[src/rtl/wdt_pkg.sv]
package wdt_pkg;

    typedef enum logic [1:0] {
        ST_IDLE    = 2'd0,
        ST_RUN     = 2'd1,
        ST_EXPIRED = 2'd2
    } wdt_state_e;

    typedef enum logic [1:0] {
        ACT_RESET = 2'b00,
        ACT_NMI   = 2'b01,
        ACT_IRQ   = 2'b10,
        ACT_NONE  = 2'b11
    } wdt_action_e;

    localparam int unsigned ADDR_W = 2;

    localparam logic [ADDR_W-1:0] ADR_CTRL  = 2'd0;
    localparam logic [ADDR_W-1:0] ADR_LOAD  = 2'd1;
    localparam logic [ADDR_W-1:0] ADR_COUNT = 2'd2;
    localparam logic [ADDR_W-1:0] ADR_KICK  = 2'd3;

    localparam int unsigned CTRL_EN_BIT  = 0;
    localparam int unsigned CTRL_ACT_LSB = 1;
    localparam int unsigned CTRL_STS_BIT = 3;

endpackage

[src/rtl/wdt_regs.sv]
module wdt_regs
    import wdt_pkg::*;
#(
    parameter int unsigned CNT_W = 32
) (
    input  logic             clk,
    input  logic             rst_n,
    input  logic             enabled,
    input  logic             wr_ctrl,
    input  logic             wr_load,
    input  logic [CNT_W-1:0] wdata,
    output logic [CNT_W-1:0] load_q,
    output wdt_action_e      action_q
);

    // Timeout value: locked while the timer runs.
    always_ff @(posedge clk or negedge rst_n) begin
        if (!rst_n) begin
            load_q <= '1;
        end else if (wr_load && !enabled) begin
            load_q <= wdata;
        end
    end

    // Expiry action: locked while the timer runs.
    always_ff @(posedge clk or negedge rst_n) begin
        if (!rst_n) begin
            action_q <= ACT_RESET;
        end else if (wr_ctrl && !enabled) begin
            action_q <= wdt_action_e'(wdata[CTRL_ACT_LSB +: 2]);
        end
    end

    AST_LOAD_LOCKED: assert property (@(posedge clk) disable iff (!rst_n)
        (wr_load && enabled) |=> $stable(load_q));
    AST_ACTION_LOCKED: assert property (@(posedge clk) disable iff (!rst_n)
        enabled |=> $stable(action_q));

endmodule

[src/rtl/wdt_sticky.sv]
module wdt_sticky (
    input  logic clk,
    input  logic por_n,
    input  logic set_i,
    input  logic clr_i,
    output logic sts_o
);

    // Power-on domain only: the system reset does not reach this flop.
    always_ff @(posedge clk or negedge por_n) begin
        if (!por_n) begin
            sts_o <= 1'b0;
        end else if (set_i) begin
            sts_o <= 1'b1;
        end else if (clr_i) begin
            sts_o <= 1'b0;
        end
    end

    AST_STATUS_SET: assert property (@(posedge clk) disable iff (!por_n)
        set_i |=> sts_o);
    AST_STATUS_KEPT: assert property (@(posedge clk) disable iff (!por_n)
        (sts_o && !clr_i) |=> sts_o);

endmodule

[src/rtl/wdt_counter.sv]
module wdt_counter #(
    parameter int unsigned CNT_W = 32
) (
    input  logic             clk,
    input  logic             rst_n,
    input  logic             load_i,
    input  logic [CNT_W-1:0] load_val,
    input  logic             dec_i,
    output logic [CNT_W-1:0] cnt_o,
    output logic             zero_o
);

    always_ff @(posedge clk or negedge rst_n) begin
        if (!rst_n) begin
            cnt_o <= '0;
        end else if (load_i) begin
            cnt_o <= load_val;
        end else if (dec_i && !zero_o) begin
            cnt_o <= cnt_o - 1'b1;
        end
    end

    assign zero_o = (cnt_o == '0);

    AST_TICK_STEP: assert property (@(posedge clk) disable iff (!rst_n)
        (dec_i && !load_i && !zero_o) |=> (cnt_o == $past(cnt_o) - 1'b1));
    AST_RELOAD_VALUE: assert property (@(posedge clk) disable iff (!rst_n)
        load_i |=> (cnt_o == $past(load_val)));
    AST_HOLD_IDLE: assert property (@(posedge clk) disable iff (!rst_n)
        (!dec_i && !load_i) |=> $stable(cnt_o));

endmodule

[src/rtl/wdt_fsm.sv]
module wdt_fsm
    import wdt_pkg::*;
(
    input  logic        clk,
    input  logic        rst_n,
    input  logic        en_wr,
    input  logic        en_val,
    input  logic        kick,
    input  logic        cnt_zero,
    input  wdt_action_e action,
    output wdt_state_e  state,
    output logic        load_cnt,
    output logic        dec,
    output logic        fire,
    output logic        sys_rst_req,
    output logic        nmi_req,
    output logic        irq_req
);

    wdt_state_e nxt;

    // State register
    always_ff @(posedge clk or negedge rst_n) begin
        if (!rst_n) begin
            state <= ST_IDLE;
        end else begin
            state <= nxt;
        end
    end

    // Transitions
    always_comb begin
        nxt      = state;
        load_cnt = 1'b0;
        dec      = 1'b0;
        fire     = 1'b0;
        unique case (state)
            ST_IDLE: begin
                if (en_wr && en_val) begin          // START
                    nxt      = ST_RUN;
                    load_cnt = 1'b1;
                end
            end
            ST_RUN: begin
                if (en_wr && !en_val) begin         // STOP
                    nxt = ST_IDLE;
                end else if (kick) begin            // KICK
                    load_cnt = 1'b1;
                end else if (cnt_zero) begin        // FIRE
                    nxt  = ST_EXPIRED;
                    fire = 1'b1;
                end else begin                      // TICK
                    dec = 1'b1;
                end
            end
            ST_EXPIRED: begin
                if (en_wr && !en_val) begin         // STOP
                    nxt = ST_IDLE;
                end else if (kick) begin            // RECOVER
                    nxt      = ST_RUN;
                    load_cnt = 1'b1;
                end
            end
            default: nxt = ST_IDLE;
        endcase
    end

    // Outputs
    always_comb begin
        sys_rst_req = 1'b0;
        nmi_req     = 1'b0;
        irq_req     = 1'b0;
        if (state == ST_EXPIRED) begin
            unique case (action)
                ACT_RESET: sys_rst_req = 1'b1;
                ACT_NMI:   nmi_req     = 1'b1;
                ACT_IRQ:   irq_req     = 1'b1;
                ACT_NONE:  ;
            endcase
        end
    end

    AST_ONE_OUTPUT: assert property (@(posedge clk) disable iff (!rst_n)
        $onehot0({sys_rst_req, nmi_req, irq_req}));
    AST_FIRE_NEEDS_ZERO: assert property (@(posedge clk) disable iff (!rst_n)
        (state == ST_RUN && !cnt_zero) |=> (state != ST_EXPIRED));
    AST_REQ_HELD: assert property (@(posedge clk) disable iff (!rst_n)
        ((sys_rst_req || nmi_req || irq_req) && !en_wr && !kick)
        |=> $stable({sys_rst_req, nmi_req, irq_req}));

endmodule

[src/rtl/wdt_top.sv]
module wdt_top
    import wdt_pkg::*;
#(
    parameter int unsigned CNT_W = 32
) (
    input  logic             clk,
    input  logic             por_n,
    input  logic             rst_n,
    input  logic             wr_en,
    input  logic [1:0]       addr,
    input  logic [CNT_W-1:0] wdata,
    output logic [CNT_W-1:0] rdata,
    output logic             sys_rst_req,
    output logic             nmi_req,
    output logic             irq_req
);

    wdt_state_e       state;
    wdt_action_e      action_q;
    logic [CNT_W-1:0] load_q;
    logic [CNT_W-1:0] cnt;
    logic             cnt_zero;
    logic             load_cnt;
    logic             dec;
    logic             fire;
    logic             sts;
    logic             enabled;
    logic             wr_ctrl;
    logic             wr_load;
    logic             wr_kick;

    assign wr_ctrl = wr_en && (addr == ADR_CTRL);
    assign wr_load = wr_en && (addr == ADR_LOAD);
    assign wr_kick = wr_en && (addr == ADR_KICK);
    assign enabled = (state != ST_IDLE);

    wdt_regs #(.CNT_W(CNT_W)) u_regs (
        .clk      (clk),
        .rst_n    (rst_n),
        .enabled  (enabled),
        .wr_ctrl  (wr_ctrl),
        .wr_load  (wr_load),
        .wdata    (wdata),
        .load_q   (load_q),
        .action_q (action_q)
    );

    wdt_counter #(.CNT_W(CNT_W)) u_cnt (
        .clk      (clk),
        .rst_n    (rst_n),
        .load_i   (load_cnt),
        .load_val (load_q),
        .dec_i    (dec),
        .cnt_o    (cnt),
        .zero_o   (cnt_zero)
    );

    wdt_fsm u_fsm (
        .clk         (clk),
        .rst_n       (rst_n),
        .en_wr       (wr_ctrl),
        .en_val      (wdata[CTRL_EN_BIT]),
        .kick        (wr_kick),
        .cnt_zero    (cnt_zero),
        .action      (action_q),
        .state       (state),
        .load_cnt    (load_cnt),
        .dec         (dec),
        .fire        (fire),
        .sys_rst_req (sys_rst_req),
        .nmi_req     (nmi_req),
        .irq_req     (irq_req)
    );

    wdt_sticky u_sts (
        .clk   (clk),
        .por_n (por_n),
        .set_i (fire),
        .clr_i (wr_ctrl && wdata[CTRL_STS_BIT]),
        .sts_o (sts)
    );

    always_comb begin
        rdata = '0;
        case (addr)
            ADR_CTRL: begin
                rdata[CTRL_EN_BIT]        = enabled;
                rdata[CTRL_ACT_LSB +: 2]  = action_q;
                rdata[CTRL_STS_BIT]       = sts;
            end
            ADR_LOAD:  rdata = load_q;
            ADR_COUNT: rdata = cnt;
            default:   rdata = '0;
        endcase
    end

    AST_NO_REQ_WHEN_IDLE: assert property (@(posedge clk) disable iff (!rst_n)
        !enabled |-> !(sys_rst_req || nmi_req || irq_req));

endmodule

[config.mk]
export PLATFORM = sky130hd
export DESIGN_NAME = wdt_top
export DESIGN_NICKNAME = d
export VERILOG_FILES = /design/src/rtl/wdt_pkg.sv /design/src/rtl/wdt_regs.sv /design/src/rtl/wdt_sticky.sv /design/src/rtl/wdt_counter.sv /design/src/rtl/wdt_fsm.sv /design/src/rtl/wdt_top.sv
export SDC_FILE = /design/constraint.sdc
export NUM_CORES = 1
export LEC_CHECK = 0
export ABC_AREA = 1
export BUFFER_PORTS_ARGS = -buffer_cell sky130_fd_sc_hd__buf_2
export CORE_ASPECT_RATIO = 1.2
export CORE_MARGIN = 2
export CORE_UTILIZATION = 49
export DETAILED_ROUTE_END_ITERATION = 10
export GPL_TIMING_DRIVEN = 0
export PLACE_DENSITY_LB_ADDON = 0.12
export SLEW_MARGIN = 20
export SYNTH_ARGS = -nofsm -noshare
export SYNTH_HDL_FRONTEND = slang
export SYNTH_HIERARCHICAL = 1
export SYNTH_SLANG_ARGS = --single-unit
[constraint.sdc]
create_clock -name clk -period 3.4 [get_ports clk]
set_input_delay 0.68 -clock clk [delete_from_list [all_inputs] [get_ports clk]]
set_output_delay 0.68 -clock clk [all_outputs]
set_load 0.05 [all_outputs]
==> impl_results.html <==
<table>
<tr><th>Metric</th><th>Value</th></tr>
<tr><th colspan="2">Route</th></tr>
<tr><td>Drt first pass iters</td><td>5</td></tr>
<tr><td>Post-route DRC violation count</td><td>0</td></tr>
<tr><td>Vias after detailed routing</td><td>5235</td></tr>
<tr><td>Final routed wirelength across all metal layers</td><td>14700 µm</td></tr>
<tr><td>Iteration-0 DRC Markers</td><td>261</td></tr>
<tr><td>Number of antenna-violating nets in the routed design</td><td>0</td></tr>
<tr><td>Per-cell via count in the routed design</td><td>5.33</td></tr>
<tr><td>Routed WL per cell</td><td>15.0 µm</td></tr>
<tr><th colspan="2">Power and ir drop</th></tr>
<tr><td>Total chip power</td><td>0.00522 W</td></tr>
<tr><td>Power share of the clock group</td><td>0.180</td></tr>
<tr><td>Net Sw Frac</td><td>0.481</td></tr>
<tr><td>Design internal power</td><td>between 0.002 and 0.003 W</td></tr>
<tr><td>Leakage power of the design</td><td>3.06 nW</td></tr>
<tr><td>Net Sw Power</td><td>0.00251 W</td></tr>
<tr><td>Relative contribution of combinational cells to total power</td><td>0.490</td></tr>
<tr><td>Share of total power in sequential cells</td><td>0.330</td></tr>
<tr><td>Pwr per Cell Area</td><td>890 nW/µm²</td></tr>
<tr><td>Largest vdd supply drop</td><td>0.411 mV</td></tr>
<tr><th colspan="2">Placement</th></tr>
<tr><td>Port buffer count</td><td>about 70</td></tr>
<tr><td>GPL Wtd Cong</td><td>0.968</td></tr>
<tr><td>Sum of net half-perimeters after detailed placement</td><td>11200 µm</td></tr>
<tr><td>Setup WS pre-CTS</td><td>0.147 ns</td></tr>
<tr><th colspan="2">Setup path</th></tr>
<tr><td>Critical path required time</td><td>approximately 3.7 ns</td></tr>
<tr><td>CP Max Fanout</td><td>10</td></tr>
<tr><td>WS Path Type</td><td>in2reg</td></tr>
<tr><td>Setup slack, reg-to-reg</td><td>0.63 ns</td></tr>
<tr><td>Worst setup SP type</td><td>primary input</td></tr>
<tr><td>Arrival time at the worst endpoint</td><td>3.22 ns</td></tr>
<tr><td>Critical Path Sink Type</td><td>flip-flop</td></tr>
<tr><th colspan="2">Clocking</th></tr>
<tr><td>Clock buffers created by TritonCTS</td><td>9</td></tr>
<tr><td>CTS clk-pin slew, worst paths</td><td>about 0.060 ns</td></tr>
<tr><td>Count of clock tree sinks</td><td>between 60 and 70</td></tr>
<tr><td>Clock Tree Root</td><td>clkbuf_16</td></tr>
<tr><td>Hold Buf Count CTS</td><td>0</td></tr>
<tr><td>Insertion delay to the later sink of the worst-skew pair</td><td>0.33 ns</td></tr>
<tr><td>Maximum number of buffers from clock root to sink</td><td>2</td></tr>
<tr><td>TritonCTS clock tree</td><td>done</td></tr>
<tr><td># resized after CTS</td><td>0</td></tr>
<tr><td>Post-CTS Repair Setup Buffers</td><td>0</td></tr>
<tr><td>H-tree depth</td><td>3</td></tr>
<tr><th colspan="2">Global route</th></tr>
<tr><td>Global-route wire length before repair</td><td>24100 µm</td></tr>
<tr><td>Global-route usage over all layers</td><td>0.281</td></tr>
<tr><td>Maximum number of pins on one net before global-route repair</td><td>39</td></tr>
<tr><td>Global-route congestion overflow total</td><td>0</td></tr>
<tr><td>Antenna violations before repair</td><td>0</td></tr>
<tr><td>Vias in the first global route</td><td>5045</td></tr>
<tr><th colspan="2">Final layout</th></tr>
<tr><td>Most frequent cells in the layout</td><td>nand2_1 (337), nand3_1 (89), buf_2 (76)</td></tr>
<tr><td>Final nets</td><td>899</td></tr>
<tr><td>Area of combinational cells with multiple inputs</td><td>about 2800 µm²</td></tr>
<tr><td>Leading cell type in the layout, fill and taps excluded</td><td>nand2_1</td></tr>
<tr><td>Flip-flop and latch area</td><td>1770 µm²</td></tr>
<tr><td>Layout fillers</td><td>1061</td></tr>
<tr><td>Share of final-layout standard cells stronger than drive strength 1</td><td>0.211</td></tr>
<tr><td>Post-synthesis to final-layout area growth</td><td>16.6%</td></tr>
<tr><td>Final antenna diode count</td><td>0</td></tr>
<tr><th colspan="2">Floorplanning</th></tr>
<tr><td>I/O pin count</td><td>73</td></tr>
<tr><td>Die width</td><td>96.5 µm</td></tr>
<tr><td>Area inside the core boundary</td><td>10000 µm²</td></tr>
<tr><td>Height of the die</td><td>roughly 110 µm</td></tr>
<tr><td>Row count</td><td>40</td></tr>
<tr><td>Starting density of the core</td><td>0.502</td></tr>
<tr><td>Floorplan die area</td><td>11100 µm²</td></tr>
<tr><th colspan="2">Logic synthesis</th></tr>
<tr><td>Post-synth top area cell</td><td>nand2_1</td></tr>
<tr><td>Mapped cell area</td><td>5030 µm²</td></tr>
<tr><td>Number of nets in the synthesized netlist</td><td>~800</td></tr>
<tr><td>Number of enable flip-flop cells after synthesis</td><td>0</td></tr>
<tr><td>Area share of the leading cell type in the synthesized netlist</td><td>0.252</td></tr>
<tr><td>Share of synthesized area occupied by flip-flops and latches</td><td>0.351</td></tr>
<tr><td>Prevailing post-synth register cell</td><td>dfrtp_1</td></tr>
<tr><td>Total of flip-flops plus latches after synthesis</td><td>69</td></tr>
<tr><td>Mean cell area of the mapped netlist</td><td>6.56 µm²</td></tr>
<tr><td>Share of async-settable or async-resettable flops after synthesis</td><td>1.00</td></tr>
<tr><td>Count of different cell masters after synthesis</td><td>33</td></tr>
<tr><td>Synth warnings</td><td>6</td></tr>
<tr><td>Main area contributors after synthesis</td><td>nand2_1 (25%), dfrtp_1 (18%), dfstp_2 (17%)</td></tr>
<tr><td>Syn Inst Count</td><td>767</td></tr>
<tr><th colspan="2">Timing</th></tr>
<tr><td>Final setup slack of the worst path</td><td>about 0.45 ns</td></tr>
<tr><td>Final number of setup-violating endpoints</td><td>0</td></tr>
<tr><td>Worst-Margin Slew</td><td>0.637 ns</td></tr>
<tr><td>Fin Hold WS</td><td>0.113 ns</td></tr>
<tr><td>Final Critical Period</td><td>2.95 ns</td></tr>
<tr><td>Number of max-slew violations in the final report</td><td>0</td></tr>
<tr><td>Share of the clock period used by the worst path after layout</td><td>0.868</td></tr>
<tr><td>Clock Skew</td><td>0.00464 ns</td></tr>
<tr><td>Sum Neg Setup Slack</td><td>0 ns</td></tr>
<tr><td>Fmax achieved</td><td>0.339 GHz</td></tr>
<tr><td>Number of endpoints with negative hold slack in the final report</td><td>0</td></tr>
<tr><td>RSZ-0062 raised after global routing</td><td>false</td></tr>
<tr><td>Slew headroom</td><td>0.576</td></tr>
<tr><th colspan="2">Job</th></tr>
<tr><td>Maximum Capacitance Violations</td><td>0</td></tr>
<tr><th colspan="2">Hold path</th></tr>
<tr><td>Hold Crit Class</td><td>in2async</td></tr>
<tr><th colspan="2">Run status</th></tr>
<tr><td>Status</td><td>finished, final reports clean</td></tr>
</table>
==> kinds of logic after synthesis <==
kind of cell             after synthesis  synth area share
XOR/XNOR                               5           0.00871
buffers and inverters                 92            0.0921
flip-flops                            69             0.351
AO/OA/AOI/OAI                         57            0.0667
adder cells (fa/ha/maj)               10            0.0249
AND/OR/NAND/NOR                      534             0.456
==> cell type report <==
class | count | area share
Sequential cell | 69 | 0.301
Inverter | 61 | 0.0395
Buffer | 31 | 0.0395
Clock inverter | 4 | 0.00811
Multi-Input combinational cell | 606 | 0.477
Timing Repair Buffer | 73 | 0.0653
Clock buffer | 12 | 0.0420
Tap cell | 126 | 0.0269
==> final timing paths <==
| kind | depth (start not counted) | from | to |
|---|---|---|---|
| setup / recovery | 13 | addr[0] | u_cnt/cnt_o[21]$_DFFE_PN0P_ |
| hold / removal | 1 | por_n | u_sts/sts_o$_DFFE_PN0P_ |
| setup reg to reg | 15 | u_cnt/cnt_o[0]$_DFFE_PN0P_ | u_cnt/cnt_o[17]$_DFFE_PN0P_ |
| hold reg to reg | 2 | u_regs/load_q[3]$_DFFE_PN1P_ | u_regs/load_q[3]$_DFFE_PN1P_ |
| max in group asynchronous | 2 | rst_n | u_regs/load_q[30]$_DFFE_PN1P_ |
| min in group clk | 2 | u_regs/load_q[3]$_DFFE_PN1P_ | u_regs/load_q[3]$_DFFE_PN1P_ |
==> critical path, cell delays in order <==
cell      delay [ns]
buf_2           0.11
inv_1           0.06
ha_1            0.25
nand2_1         0.10
inv_1           0.13
nand2_4         0.16
nand3_1         0.09
a21oi_1         0.12
clkbuf_1        0.35
clkbuf_1        0.46
clkbuf_1        0.44
nand2_1         0.14
nand3_1         0.12
==> power groups by stage <==
| stage | clock network [W] | logic [W] | registers (W) |
|---|---|---|---|
| 2_1_floorplan | 0 | 0.00198 | 0.00159 |
| 3_3_place_gp | 0 | 0.00247 | 0.00173 |
| 3_5_place_dp | 0 | 0.00252 | 0.00173 |
| 4_1_cts | 0.000955 | 0.00254 | 0.00173 |
| 5_1_grt | 0.000989 | 0.00287 | 0.00179 |
| 6_report | 0.000940 | 0.00256 | 0.00172 |
==> metrics by stage <==
stage / cell area, µm² / cells / utilization
2_1_floorplan: 5030 / 767 / -
3_3_place_gp: 5550 / 965 / 0.554
3_5_place_dp: 5570 / 966 / 0.556
4_1_cts: 5860 / 982 / 0.586
5_1_grt: 5860 / 982 / 0.586
6_report: 5860 / 982 / 0.586
==> state kept, by name, indices dropped and copies added (netlist names) <==
name,count
u_sts/sts_o,1
u_fsm/state,2
u_cnt/cnt_o,32
u_regs/action_q,2
u_regs/load_q,32
==> metal layers <==
layer | GRT usage | routed length [µm]
met5 | 0 | 0
met2 | 0.467 | 7250
met3 | 0.0472 | 797
met1 | 0.359 | 6190
met4 | 0.116 | 449
==> cells in the mapped netlist, types with 9 or more instances <==
cell type and n:
a21oi_1 33, buf_4 9, buf_6 10, dfrtp_1 37, dfstp_2 32, ha_1 10
inv_1 58, nand2_1 337, nand3_1 89, nand4_1 10, nor2_1 64, o21ai_0 12
Note: power is estimated with default switching activity, not from simulation.
